<file path="src/rtl/mbox_bank.sv">
module mbox_bank #(
  parameter int CORES    = 4,
  parameter int SLOTS    = 4,
  parameter int DW       = 32,
  parameter int AW       = 8,
  parameter int SET_BASE = 'h80,
  parameter int CLR_BASE = 'hC0
) (
  input  logic                   clk,
  input  logic                   rst_n,
  input  logic                   bus_sel,
  input  logic                   bus_we,
  input  logic [AW-1:0]          bus_addr,
  input  logic [DW-1:0]          bus_wdata,
  output logic [DW-1:0]          bus_rdata,
  output logic [CORES*SLOTS-1:0] pending
);
  localparam int N    = CORES * SLOTS;
  localparam int IW   = $clog2(N);
  localparam int SPAN = N * 4;
  localparam logic [AW:0] SET_LO = (AW+1)'(SET_BASE);
  localparam logic [AW:0] SET_HI = (AW+1)'(SET_BASE + SPAN);
  localparam logic [AW:0] CLR_LO = (AW+1)'(CLR_BASE);
  localparam logic [AW:0] CLR_HI = (AW+1)'(CLR_BASE + SPAN);

  logic [DW-1:0]   mbox_q [N];
  logic [DW-1:0]   mbox_d [N];
  logic [N*DW-1:0] mbox_flat;

  wire [AW:0] ext     = {1'b0, bus_addr};
  wire        aligned = (bus_addr[1:0] == 2'b00);
  wire        hit_set = aligned && ext >= SET_LO && ext < SET_HI;
  wire        hit_clr = aligned && ext >= CLR_LO && ext < CLR_HI;
  wire [AW:0] set_off = ext - SET_LO;
  wire [AW:0] clr_off = ext - CLR_LO;
  wire [IW-1:0] set_idx = set_off[IW+1:2];
  wire [IW-1:0] clr_idx = clr_off[IW+1:2];

  wire wr_set = bus_sel && bus_we && hit_set;
  wire wr_clr = bus_sel && bus_we && hit_clr;
  wire rd_clr = bus_sel && !bus_we && hit_clr;

  assign bus_rdata = rd_clr ? mbox_q[clr_idx] : '0;

  for (genvar i = 0; i < N; i++) begin : g_mbox
    always_comb begin
      mbox_d[i] = mbox_q[i];
      if (wr_set && set_idx == IW'(i)) mbox_d[i] = mbox_q[i] | bus_wdata;
      if (wr_clr && clr_idx == IW'(i)) mbox_d[i] = mbox_q[i] & ~bus_wdata;
    end

    always_ff @(posedge clk) begin
      if (!rst_n) begin
        mbox_q[i]  <= '0;
        pending[i] <= 1'b0;
      end else begin
        mbox_q[i]  <= mbox_d[i];
        pending[i] <= |mbox_d[i];
      end
    end

    assign mbox_flat[i*DW +: DW] = mbox_q[i];
  end
endmodule

</file>
<file path="config.mk">
export PLATFORM = sky130hd
export DESIGN_NAME = mbox_bank
export DESIGN_NICKNAME = d
export VERILOG_FILES = /design/src/rtl/mbox_bank.sv
export SDC_FILE = /design/constraint.sdc
export NUM_CORES = 1
export LEC_CHECK = 0
export ABC_AREA = 1
export ABC_CLOCK_PERIOD_IN_PS = 1980
export BUFFER_PORTS_ARGS = -buffer_cell sky130_fd_sc_hd__buf_2
export CELL_PAD_IN_SITES_DETAIL_PLACEMENT = 0
export CELL_PAD_IN_SITES_GLOBAL_PLACEMENT = 1
export CORE_MARGIN = 2
export CORE_UTILIZATION = 40
export CTS_CLUSTER_SIZE = 28
export DETAILED_ROUTE_END_ITERATION = 12
export MAX_ROUTING_LAYER = met4
export PLACE_DENSITY_LB_ADDON = 0.05
export SYNTH_ARGS = -nofsm -noshare
export SYNTH_HDL_FRONTEND = slang
export SYNTH_SLANG_ARGS = --single-unit
</file>
<file path="constraint.sdc">
create_clock -name clk -period 1.98 [get_ports clk]
set_input_delay 0.396 -clock clk [delete_from_list [all_inputs] [get_ports clk]]
set_output_delay 0.396 -clock clk [all_outputs]
set_load 0.02 [all_outputs]
</file>
==> out/qor.csv, run 1 <==
stage;metric;value;unit
run_status;status;complete, but fails checks;
run_status;violations;setup timing;
drt;final_antenna_net_count;0;
min_path;hold_end;mbox_q[11][18];
flow_run;max-cap-violations;0;
synth;synthDistinctLibCells;23;
finish;design_area;44600;um2
clock_tree;cts_tree;done;
finish;drive_above_1_share;0.2745;
sta;setup_slack;-0.4471;ns
drt;dr.pass1.iters;6;
floorplan;die-area;77240;um2
sta;setup_violations;36;
drt;wl;142600;um
synth;synthCells;4913;
sta;worst_slew_pin_slew;0.5617;ns
floorplan;initial_core_util;0.4038;
synth;synth_xor_area_frac;0;
synth;synthTopCellsByCount;nand2_1, nand3_1, nor2_1;
drt;routedWlPerCell;21.38;um
finish;nNetsFinal;5694;
synth;ys.flop_type;dfxtp_1;
min_path;min_from;rst_n;
synth;synth_seq_cells;528;
synth;synth_fp_nets;4957;
finish;fin_util;0.6001;
clock_tree;htreeDepth;3;
worst_setup_path;critPathMaxStageDelay;0.26;ns
place;port_buffers;91;
drt;dr_total_vias;36230;
synth;postSynthAreaPerCell;6.109;um2
synth;syn-cell-area;30010;um2
worst_setup_path;worstPathMaxFanout;8;
floorplan;row_count;100;
clock_tree;cts_hold_buf;0;
synth;synth_top_area_frac;0.3522;
clock_tree;cts.sink_count;528;
drt;post-route-drc-count;0;
worst_setup_path;reg2reg_to;pending[10];
finish;num-fill-cells;7166;
sta;max_freq;412.0;MHz
floorplan;ioPinCount;92;
place;dp_hpwl;96440;um
drt;first_iter_violations;3740;
sta;rsz0062_at_grt;yes;
worst_setup_path;r2r_cells;9;
synth;synth_top_family_by_area;simple AND/OR/NAND/NOR gates;
floorplan;die_w;277.9;um
finish;ff_latch_area;10570;um2
synth;yosysMostFrequentCell;nand2_1;
pwr;powerDensity;589.6;nW/um2
drt;via_per_inst;5.432;
finish;multiInputGateArea;17610;um2
worst_setup_path;worstPathArrival;2.03;ns
sta;slew_violations;0;
pwr;max-vdd-ir-drop;0.5720;mV
synth;synthSimpleGateAreaFrac;0.4104;
sta;final-hold-violation-count;0;
min_path;hold_path_class;primary input to flop;
finish;syn_to_final_growth;48.59;%
clock_tree;clockBufferDepth;3;
sta;whs;0.1779;ns
place;placed_area;38360;um2
synth;yosys.area_share.adder;0;
worst_setup_path;slowest_stage;a41oi_2;
sta;skew;0.02202;ns
worst_setup_path;ff2ff_setup_slack;0.52;ns
global_route;grt_pass1_wl;204200;um
worst_setup_path;end_kind;output port;
synth;synth_compound_area_frac;0.1056;
sta;period_needed;2.427;ns
synth;yosys.area.top_type;dfxtp_1;
worst_setup_path;crit_chain;buf_16 > buf_12 > nand2_8 > buf_6 > buf_12 > o22ai_1 > o21ai_0 > buf_4 > a41oi_2 > buf_4;
worst_setup_path;cp_data_required_time;1.58;ns
clock_tree;cts_made_buffers;69;
sta;slew_headroom;0.6255;
finish;diodes;0;
synth;yosysWarnings;0;
synth;synth_area_leaders;dfxtp_1, nand2_1, nand3_1;
synth;ys_async_sr_fraction;0;
synth;synth_edf_count;0;
global_route;grt_pass1_vias;32510;
worst_setup_path;critPathKind;primary input to output port;
global_route;grt_overflow;0;
global_route;grt_max_degree;82;
min_path;whs_path_depth;3;
sta;post-route-period-util;1.226;
clock_tree;clkTransAtPathRegs;0.05;ns
pwr;p_leak;19.92;nW
floorplan;core;74320;um2
floorplan;die_height;277.9;um
clock_tree;cts_root_buffer;clkbuf_16;
global_route;track_usage;0.3552;
synth;yosysSeqAreaShare;0.3522;
synth;synth_mux_area_frac;0;
global_route;antenna_found_initial;0;
worst_setup_path;start_kind;primary input;
worst_setup_path;regToRegStartpoint;mbox_q[10][18];
place;place.gp.congestion;0.9215;
clock_tree;clk_latency;0.62;ns
## where the power goes
| group | internal, mW | switching (mW) | leakage (nW) |
|---|---|---|---|
| Combinational | 1.11 | 1.81 | 14.6 |
| Sequential | 10.6 | 0.00972 | 4.25 |
| Clock | 7.56 | 5.16 | 1.11 |
| Total | 19.3 | 6.98 | 19.9 |
## state kept, by name, summed over array words and instances (netlist names)
name     cells
pending     16
mbox_q     512
## worst max-delay path by stage
stage,end,cells past startpoint,startpoint
6_report,bus_rdata[5],10,bus_addr[3]
5_1_grt,bus_rdata[5],11,bus_addr[3]
4_1_cts,bus_rdata[18],11,bus_addr[3]
3_5_place_dp,bus_rdata[15],11,bus_addr[3]
3_3_place_gp,bus_rdata[15],11,bus_addr[3]
2_1_floorplan,bus_rdata[1],7,bus_addr[2]
## cells in the final DEF (no fill, tap or decap), types with 20 or more instances in the layout
| cell | n |
|---|---|
| buf_12 | 143 |
| nand3_1 | 927 |
| nand2_2 | 61 |
| dfxtp_1 | 528 |
| buf_2 | 55 |
| o21ai_1 | 106 |
| nor2_1 | 613 |
| o22ai_1 | 126 |
| o21ai_2 | 52 |
| inv_1 | 503 |
| o21ai_0 | 51 |
| buf_16 | 20 |
| buf_6 | 77 |
| buf_4 | 753 |
| o21bai_1 | 32 |
| nand2_1 | 1218 |
| o22ai_4 | 22 |
| nor2_2 | 46 |
| clkbuf_16 | 93 |
| o22ai_2 | 84 |
| nor2_4 | 33 |
## metrics by stage
| step | setup WS (ns) | cells | TNS [ns] | power, mW |
|---|---|---|---|---|
| finish | -0.4471 | 6670 | -11.59 | 26.29 |
| global route | -0.4348 | 6670 | -12.66 | 26.89 |
| CTS | -0.4169 | 6598 | -11.00 | 26.16 |
| detailed placement | -0.9954 | 6452 | -65.30 | 13.22 |
| global placement | -1.027 | 6452 | -63.40 | 13.22 |
| floorplan | -0.06078 | 4913 | -0.9834 | 11.84 |
## critical path: cells and delay by family
family          cells  cell delay [ns]
compound gates      3             0.58
buf+inv             6             0.89
simple gates        1             0.15
## layout make-up
| cell class | instances | area share |
|---|---|---|
| multi-input combinational | 3454 | 0.3950 |
| tap | 969 | 0.02719 |
| clock inverter | 11 | 0.001852 |
| clock buffer | 111 | 0.04842 |
| inverter | 511 | 0.04357 |
| timing repair buffer | 1086 | 0.2470 |
| sequential | 528 | 0.2370 |
## repair_timing
item | in CTS | in global routing
setup buffers | 29 | 57
gates resized for setup | 349 | 309
gates cloned | 16 | 25
pin swaps | 63 | 104
setup endpoints to repair | 36 | 48
## logic make-up (layout without fill, tap and decap cells)
group,after synthesis,in the layout
buffers and inverters,934,1719
AOI/OAI and AO/OA,533,533
DFF,528,528
and+or+nand+nor,2918,2921
## per-layer routing
| metal | track usage | part of all wire |
|---|---|---|
| met5 | - | 0 |
| met4 | 0.1229 | 0.044 |
| met3 | 0.04582 | 0.083 |
| met2 | 0.5622 | 0.45 |
| met1 | 0.4661 | 0.42 |
No activity file was read; power rests on OpenSTA's default activity.
==> inputs of run 2 (changes only) <==
--- a/config.mk
+++ b/config.mk
@@ -10,6 +10,7 @@
 export BUFFER_PORTS_ARGS = -buffer_cell sky130_fd_sc_hd__buf_2
 export CELL_PAD_IN_SITES_DETAIL_PLACEMENT = 0
 export CELL_PAD_IN_SITES_GLOBAL_PLACEMENT = 1
+export CORE_ASPECT_RATIO = 0.75
 export CORE_MARGIN = 2
 export CORE_UTILIZATION = 40
 export CTS_CLUSTER_SIZE = 28
==> run 2 against run 1 <==
The run still ends with setup timing left. Cell count is 1.2% lower. Sequential share of layout area grew 0.48 points. Clock power fell by 3%. Register-to-register slack got worse by 0.07 ns. Critical endpoint is now bus_rdata[7]. Routed wire length decreased by 2.0%. Worst hold slack got worse by 0.084 ns. Flip-flop and latch count stayed put. Clock-buffer cell count down 29.
==> out/qor.csv, run 2 (synthesis gave the netlist of run 1 again) <==
stage;metric;value;unit
run_status;status;complete, but fails checks;
run_status;violations;setup timing;
sta;max_freq;410.4;MHz
floorplan;ioPinCount;92;
global_route;grt_max_degree;76;
worst_setup_path;regToRegStartpoint;mbox_q[10][18];
flow_run;max-cap-violations;0;
finish;largest_register_ffs;512;
pwr;powerDensity;588.0;nW/um2
worst_setup_path;slowest_stage;a41oi_4;
floorplan;row_count;86;
drt;dr_total_vias;35690;
drt;final_antenna_net_count;0;
pwr;combPwrFrac;0.109;
global_route;grt_pass1_vias;31480;
pwr;switchingPower;6.940;mW
sta;slew_violations;0;
sta;slew_headroom;0.5706;
worst_setup_path;start_kind;primary input;
worst_setup_path;r2r_cells;8;
pwr;pwr-share-clk;0.477;
drt;routedWlPerCell;21.22;um
clock_tree;clk_latency;0.68;ns
min_path;hold_path_class;primary input to flop;
min_path;hold_end;mbox_q[9][13];
pwr;pwr-share-seq;0.414;
drt;dr.pass1.iters;7;
sta;setup_violations;36;
global_route;grt_overflow;0;
global_route;antenna_found_initial;1;
place;placed_area;38400;um2
clock_tree;clkTransAtPathRegs;0.06;ns
drt;first_iter_violations;3870;
place;place.gp.congestion;0.9584;
worst_setup_path;critPathMaxStageDelay;0.34;ns
sta;skew;0.01524;ns
floorplan;die-area;77260;um2
finish;nNetsFinal;5616;
worst_setup_path;critPathKind;primary input to output port;
finish;regMostFlops;mbox_q;
worst_setup_path;crit_chain;buf_16 > buf_6 > nor2_4 > buf_12 > buf_12 > inv_12 > buf_12 > buf_12 > o22ai_4 > o21ai_2 > a41oi_4 > buf_6;
finish;design_area;43730;um2
min_path;whs_path_depth;4;
floorplan;die_w;320.3;um
global_route;grt_pass1_wl;202500;um
finish;diodes;0;
min_path;min_from;bus_wdata[13];
sta;worst_slew_pin_slew;0.6374;ns
clock_tree;cts_root_buffer;clkbuf_16;
floorplan;core;73820;um2
drt;wl;139800;um
clock_tree;htreeDepth;2;
finish;syn_to_final_growth;45.72;%
drt;via_per_inst;5.417;
worst_setup_path;reg2reg_to;pending[10];
finish;fin_util;0.5925;
clock_tree;cts_tree;done;
drt;post-route-drc-count;0;
sta;rsz0062_at_grt;yes;
worst_setup_path;worstPathMaxFanout;5;
worst_setup_path;path_common_cell;buf_12;
pwr;internal_power;18.78;mW
worst_setup_path;ff2ff_setup_slack;0.45;ns
floorplan;die_height;241.2;um
sta;final-hold-violation-count;0;
clock_tree;cts_made_buffers;60;
global_route;track_usage;0.3542;
worst_setup_path;worstPathArrival;2.04;ns
clock_tree;clockBufferDepth;3;
finish;drive_above_1_share;0.2553;
place;pre_cts_ws;-0.9455;ns
pwr;max-vdd-ir-drop;0.6042;mV
finish;reg.largest.list;mbox_q (512), pending (16);
finish;layout.cells.most_common;nand2_1;
place;dp_hpwl;96240;um
floorplan;initial_core_util;0.4066;
sta;post-route-period-util;1.231;
pwr;switching_share;0.2699;
sta;period_needed;2.436;ns
finish;num-fill-cells;7091;
clock_tree;cts.sink_count;528;
place;port_buffers;91;
worst_setup_path;cp_data_required_time;1.58;ns
pwr;p_leak;19.39;nW
sta;setup_slack;-0.4565;ns
worst_setup_path;end_kind;output port;
finish;layout_common_cells;nand2_1, nand3_1, buf_4, nor2_1, dfxtp_1;
-- run 2: changes by cell type in the layout (fill, tap and decap cells not counted), moves of 16 or more --
cell	delta
buf_4	-31
buf_6	-25
clkbuf_16	-21
nand2_1	+30
nand2_2	-26
nor2_1	+53
nor2_2	-42
o21ai_4	+17
o22ai_4	+16
-- run 2: how the worst max path moves through the flow --
stage	from	endpoint	slack, ns	depth (start not counted)
final	bus_addr[3]	bus_rdata[7]	-0.46	12
after floorplan	bus_addr[2]	bus_rdata[1]	-0.06	7
after CTS	bus_addr[2]	bus_rdata[7]	-0.44	13
after global routing	bus_addr[3]	bus_rdata[8]	-0.47	12
after detailed placement	bus_addr[2]	bus_rdata[30]	-0.95	9
after global placement	bus_addr[2]	bus_rdata[30]	-0.91	9
-- run 2: layout make-up --
cell class	instances	area [um2]	area share
Multi-Input combinational cell	3453	17680	0.4042
Sequential cell	528	10580	0.2418
Timing Repair Buffer	1016	10170	0.2325
Inverter	511	1947	0.04452
Clock buffer	82	1764	0.04034
Tap cell	968	1211	0.02769
Clock inverter	28	354.1	0.008096
Timing Repair inverter	2	36.28	0.0008297
-- run 2: repair_timing --
action,4_1_cts,5_1_grt
gates resized for setup,355,249
pin swaps,62,89
cloned,14,14
hold buffers,0,0
endpoints found under the setup margin,33,42
buffers inserted,26,29
-- run 2: power groups by stage --
stage | Sequential [mW] | Combinational, mW | Clock (mW)
2_1_floorplan | 10.9 | 0.949 | 0
3_3_place_gp | 10.9 | 2.28 | 0
3_5_place_dp | 10.9 | 2.29 | 0
5_1_grt | 10.6 | 2.85 | 12.8
6_report | 10.6 | 2.79 | 12.3
4_1_cts | 10.6 | 2.57 | 12.4
-- run 2: through the flow --
| step | hold WS [ns] | total power, mW | cells | TNS, ns |
|---|---|---|---|---|
| floorplan | 0.5123 | 11.84 | 4913 | -0.9834 |
| global placement | 0.5340 | 13.17 | 6447 | -58.48 |
| detailed placement | 0.5345 | 13.17 | 6447 | -67.60 |
| CTS | 0.08116 | 25.58 | 6577 | -12.37 |
| global route | 0.1387 | 26.28 | 6588 | -13.64 |
| finish | 0.09396 | 25.71 | 6588 | -12.48 |
-- run 2: layer usage --
layer  GRT usage  vias up  wire length (um)
li1            -    17130                 -
met1      0.5025    16650             62920
met2      0.5271     1688             59660
met3     0.05367      225             13610
met4     0.08493        0              3594
met5           -        -                 0
-- run 2: worst max-delay path, delay by kind of cell --
kind / cells / cell delay (ns)
simple gates: 1 / 0.11
buf+inv: 8 / 0.97
compound gates: 3 / 0.55
